<file path="src/rtl/dacfe_pkg.sv">
package dacfe_pkg;
    localparam int CODE_W = 14;
    localparam int BUS_W  = 8;
    localparam int ADDR_W = 2;
    localparam int HI_W   = CODE_W - BUS_W;
    localparam int SYNC_STAGES = 2;

    localparam logic [ADDR_W-1:0] LOC_HI   = ADDR_W'(1);
    localparam logic [ADDR_W-1:0] LOC_LO   = ADDR_W'(2);
    localparam logic [ADDR_W-1:0] LOC_XFER = ADDR_W'(3);

    typedef struct packed {
        logic [CODE_W-1:0] staged;
        logic [CODE_W-1:0] live;
    } dacfe_state_t;
endpackage

</file>
<file path="src/rtl/dacfe_decode.sv">
module dacfe_decode
    import dacfe_pkg::*;
(
    input  logic              cs_n,
    input  logic              wr_n,
    input  logic [ADDR_W-1:0] addr,
    output logic              we_hi,
    output logic              we_lo,
    output logic              we_xfer
);
    logic strobe;

    assign strobe  = ~cs_n & ~wr_n;
    assign we_hi   = strobe && (addr == LOC_HI);
    assign we_lo   = strobe && (addr == LOC_LO);
    assign we_xfer = strobe && (addr == LOC_XFER);
endmodule

</file>
<file path="src/rtl/dacfe_ld_sync.sv">
module dacfe_ld_sync #(
    parameter int STAGES = 2
) (
    input  logic clk,
    input  logic rst_n,
    input  logic ld_n_async,
    output logic ld_fall
);
    // chain[STAGES-1] is the synchronized level, chain[STAGES] its previous value
    logic [STAGES:0] chain_q;

    always_ff @(posedge clk or negedge rst_n) begin
        if (!rst_n) chain_q <= '1;
        else        chain_q <= {chain_q[STAGES-1:0], ld_n_async};
    end

    assign ld_fall = chain_q[STAGES] & ~chain_q[STAGES-1];
endmodule

</file>
<file path="src/rtl/dac_dbuf_front.sv">
module dac_dbuf_front
    import dacfe_pkg::*;
(
    input  logic              clk,
    input  logic              rst_n,
    input  logic              cs_n,
    input  logic              wr_n,
    input  logic [ADDR_W-1:0] addr,
    input  logic [BUS_W-1:0]  data,
    input  logic              ld_n,
    output logic [CODE_W-1:0] code
);
    logic we_hi, we_lo, we_xfer, ld_fall, xfer_go;
    dacfe_state_t state_d, state_q;

    dacfe_decode u_decode (
        .cs_n   (cs_n),
        .wr_n   (wr_n),
        .addr   (addr),
        .we_hi  (we_hi),
        .we_lo  (we_lo),
        .we_xfer(we_xfer)
    );

    dacfe_ld_sync #(.STAGES(SYNC_STAGES)) u_ld_sync (
        .clk       (clk),
        .rst_n     (rst_n),
        .ld_n_async(ld_n),
        .ld_fall   (ld_fall)
    );

    // a bus transfer and a load edge in one cycle merge into a single copy
    assign xfer_go = we_xfer | ld_fall;

    always_comb begin
        state_d = state_q;
        if (we_hi) state_d.staged[CODE_W-1 -: HI_W] = data[HI_W-1:0];
        if (we_lo) state_d.staged[BUS_W-1:0]        = data;
        if (xfer_go) state_d.live = state_q.staged;
    end

    always_ff @(posedge clk or negedge rst_n) begin
        if (!rst_n) state_q <= '0;
        else        state_q <= state_d;
    end

    assign code = state_q.live;
endmodule

</file>
<file path="config.mk">
export PLATFORM = sky130hd
export DESIGN_NAME = dac_dbuf_front
export DESIGN_NICKNAME = d
export VERILOG_FILES = /design/src/rtl/dacfe_pkg.sv /design/src/rtl/dacfe_decode.sv /design/src/rtl/dacfe_ld_sync.sv /design/src/rtl/dac_dbuf_front.sv
export SDC_FILE = /design/constraint.sdc
export NUM_CORES = 1
export LEC_CHECK = 0
export BUFFER_PORTS_ARGS = -buffer_cell sky130_fd_sc_hd__buf_2
export CORE_MARGIN = 8
export CORE_UTILIZATION = 47
export CTS_CLUSTER_SIZE = 40
export DETAILED_ROUTE_END_ITERATION = 16
export PLACE_DENSITY_LB_ADDON = 0.2
export SLEW_MARGIN = 15
export SYNTH_ARGS = -nofsm -noshare
export SYNTH_HDL_FRONTEND = slang
export SYNTH_SLANG_ARGS = --single-unit
</file>
<file path="constraint.sdc">
create_clock -name clk -period 1.3 [get_ports clk]
set_input_delay 0.195 -clock clk [delete_from_list [all_inputs] [get_ports clk]]
set_output_delay 0.195 -clock clk [all_outputs]
set_load 0.05 [all_outputs]
</file>
Yosys cells after proc, flatten, opt, wreduce, memory -nomap -nowiden
Cells that the tools add are included.

Bits in registers: 31. Output and inout bits: 14.

Equality and inequality tests: 3. Reductions and logical operators: 3. Bitwise logic cells: 6.

Operator list (count): $eq 2x2->1 const B (2); $logic_and 1x1->1 (3); $not 1->1 (3); $and 1x1->1 (2); $eq 2x1->1 const B (1); $or 1x1->1 (1).

Longest topological paths before layout
Depth after elaboration: 4. Depth in mapped cells: 4. Gate-level depth less buffers: 3.

Hierarchy
A second synthesis with hierarchy kept.

Cell total of the unflattened synthesis: 81. Area, all modules: 1322.5 um^2.

Modules (own cells, without submodules): dac_dbuf_front (area an instance 1199.9 um^2, cells each 74, instances 1); dacfe_ld_sync (area an instance 92.6 um^2, cells each 4, instances 1); dacfe_decode (area an instance 30.0 um^2, cells each 3, instances 1).

Worst setup path after synthesis
OpenSTA, ideal clock, no wires.

Path kind: reg-to-reg. Start point: register u_ld_sync.chain_q[1]. End point: register state_q (netlist bit code[10]). Data arrival time: 1271 ps. Cell stages (with the launch flop): 5. Required time: 1175 ps. Clock period less this slack: 1396 ps. Slack: -96 ps. Cell sequence: dfstp_2 -> inv_1 -> a32oi_4 -> buf_12 -> mux2_4.

Longest elaborated chain between the ends: 3.

Ends and longest elaborated chain: start: declaration (line dacfe_ld_sync.sv:10) `logic [STAGES:0] chain_q;`; start signal: assignment (line dacfe_ld_sync.sv:14) `else chain_q <= {chain_q[STAGES-1:0], ld_n_async};`; $not 1->1 (line dacfe_ld_sync.sv:17) `assign ld_fall = chain_q[STAGES] & ~chain_q[STAGES-1];`; $and 1x1->1 (line dacfe_ld_sync.sv:17); $or 1x1->1 (line dac_dbuf_front.sv:33) `assign xfer_go = we_xfer | ld_fall;`; end signal: assignment (line dac_dbuf_front.sv:44) `else state_q <= state_d;`; end: declaration (line dac_dbuf_front.sv:14) `dacfe_state_t state_d, state_q;`.

Every way passes these cells. A chain may end at the register's enable or synchronous reset.

Worst setup path in the final report
Start point: register u_ld_sync.chain_q[1]. End point: register state_q (netlist bit code[11]).

The elaborated chain is that of the path after synthesis.

==> out/metrics.yaml <==
place_inst: 132
finalCriticalPeriod_ns: 1.37
viasPerCell: 4.99
cts_tree: "done"
core-area_mm2: 0.00273
worstPathRequired_ns: 1.50
gp_congestion: 0.674
maxCapViolCount: 0
power-per-cell-area_mw_per_mm2: 1880
die_y_um: 69.4
synthTopCellsByCount: "dfrtp_1 (28), mux2_2 (18), buf_4 (14)"
crit_fanout: 6
syn_area_per_cell_um2: 17.0
seq_area_frac_synth_pct: 58.1
fillers: 224
reg2reg_from: "u_ld_sync.chain_q[1]"
yosys.area.top_type: "dfrtp_1"
clock_path_buffers: 2
dp_hpwl_um: 1810
clk_latency_ns: 0.31
initialDrtViolationCount: 14
antenna_found_initial: 0
portBuffers: 28
syn_area_mm2: 0.00134
layout.nets: 126
fmax_ghz: 0.728
wirelength_um: 2400
ios: 29
synth_top_area_share_pct: 52.2
grt_pass1_vias: 842
vias: 714
reg2reg_setup_slack_ns: -0.07
synth_edf_count: 0
cts.reportedPaths.clkPinSlew_ns: 0.09
rows: 19
path_class: "flip-flop to flip-flop"
yosysWarnings: 0
htree_levels: 2
diodes: 0
fin_worst_skew_ns: 0.00304
cts_made_buffers: 5
grt_first_pass_wirelength_um: 4190
tightest_slew_ns: 0.280
ys_ff_latch: 31
ys.flop_type: "dfrtp_1"
first_pass_iters: 2
avgRoutedWirePerCell_um: 16.8
period_share_pct: 106
gr-usage-all-layers_pct: 10.8
rsz0062_at_grt: "true"
syn_inst: 79
r2r_cells: 4
seq_area_um2: 779
cp-start-kind: "flip-flop"
setup_viol: 14
ys_top_cells_by_area: "dfrtp_1 (52%), mux2_2 (15%), mux2_4 (11%)"
vdd_drop_max_mv: 1.11
critPathArrivalTime_ns: 1.57
antenna_left: 0
violations: "setup timing"
initial_core_util_pct: 49.1
cts.sinks: 31
design_area_mm2: 0.00156
synth_cell_types: 10
grt_remaining_overflow: 0
yosysMostFrequentCell: "dfrtp_1"
grt_start_max_net_pins: 14
drv_slew: 0
hp-class: "primary input to flip-flop"
clock-root-buffer: "clkbuf_4"
multi_input_area_um2: 449
drive_gt1_share_pct: 71.4
layoutNonFillerInstCount: 143
final_hold_viol_count: 0
hold_path.startpoint: "data[6]"
die-area_mm2: 0.00482
layout_setup_ws_ns: -0.0730
endpoint_kind: "flip-flop"
r2r_end: "code[11]"
whs_endpoint: "state_q[20]"
slew-limit-headroom_pct: 81.3
drc: 0
syn_to_final_growth_pct: 16.5
placed_cell_area_mm2: 0.00146
die_x_um: 69.4
status: "finished with violations"
synth_fp_nets: 94
hold_depth: 2
cp-startpoint: "u_ld_sync.chain_q[1]"
power_leakage_nw: 0.773
async_reset_ff_share_pct: 100
finalPower_mw: 2.95
## power by group
group          leakage [nW]  internal, mW  total (mW)  switching, mW
combinational         0.376         0.406        1.10          0.695
sequential            0.368          1.21        1.34          0.131
clock                0.0293         0.211       0.508          0.297
## final cells by class
| type | count | share of cell area (%) |
|---|---|---|
| clock inverter | 1 | 0.320 |
| multi-input combinational | 32 | 28.7 |
| sequential | 31 | 49.8 |
| tap | 31 | 2.48 |
| inverter | 1 | 0.240 |
| timing repair buffer | 40 | 15.5 |
| clock buffer | 7 | 2.88 |
## critical path, cell delays in order (launching register included)
cell     delay (ns)
dfstp_2        0.54
inv_2          0.04
a32oi_4        0.19
buf_6          0.18
mux2_4         0.31
## stage by stage
| step | hold WS (ns) | utilization [%] | TNS [ns] | worst slack, ns |
|---|---|---|---|---|
| 2_1_floorplan | -0.101 | - | -0.861 | -0.0861 |
| 3_3_place_gp | 0.0862 | 53.5 | -0.711 | -0.0818 |
| 3_5_place_dp | 0.0897 | 53.5 | -1.05 | -0.111 |
| 4_1_cts | 0.0960 | 57.2 | -1.41 | -0.111 |
| 5_1_grt | 0.0915 | 57.2 | -1.54 | -0.124 |
| 6_report | 0.114 | 57.2 | -0.876 | -0.0730 |
## per-layer routing
layer | up-vias | global-route usage, % | part of all wire (%)
li1 | 325 | - | -
met1 | 362 | 11.9 | 42
met2 | 22 | 16.5 | 47
met3 | 5 | 5.72 | 8.8
met4 | 0 | 5.47 | 1.7
met5 | - | 0 | 0
## worst max path at each step
stage                          end  cells after the start
after detailed placement  code[13]                      4
after global routing       code[1]                      4
after global placement    code[13]                      4
after CTS                  code[4]                      4
after floorplan           code[10]                      4
final                     code[11]                      4
## registers in the layout, summed over array words and instances, names as in the netlist
signal and flops:
state_q 14, code 14, u_ld_sync.chain_q 3
## layout by cell type (no fill, tap or decap)
cell type       n
clkinv_2        1
buf_4           8
buf_2          28
dfrtp_1        28
inv_2           1
nor4b_4         2
mux2_4         14
mux2_2         14
a32oi_4         1
dlygate4sd3_1   2
dfstp_2         3
clkbuf_4        5
clkbuf_1        2
nor2_2          1
buf_6           2
## kinds of logic (layout without fill, tap and decap cells)
logic type      after synthesis  after routing  share of synthesized area, %
mux                          28             28                          26.3
flops                        31             31                          58.1
buf+inv                      16             49                          9.60
compound gates                1              1                          2.05
simple gates                  3              3                          4.01
## timing repair
action / in CTS / in global routing
pin swaps: 1 / 1
gates resized for setup: 6 / 0
hold endpoints to repair: 12 / 0
setup buffers: 1 / 0
gates cloned: 0 / 0
hold buffers: 2 / 0
setup endpoints to repair: 14 / 14
No activity file was read; power rests on OpenSTA's default activity.
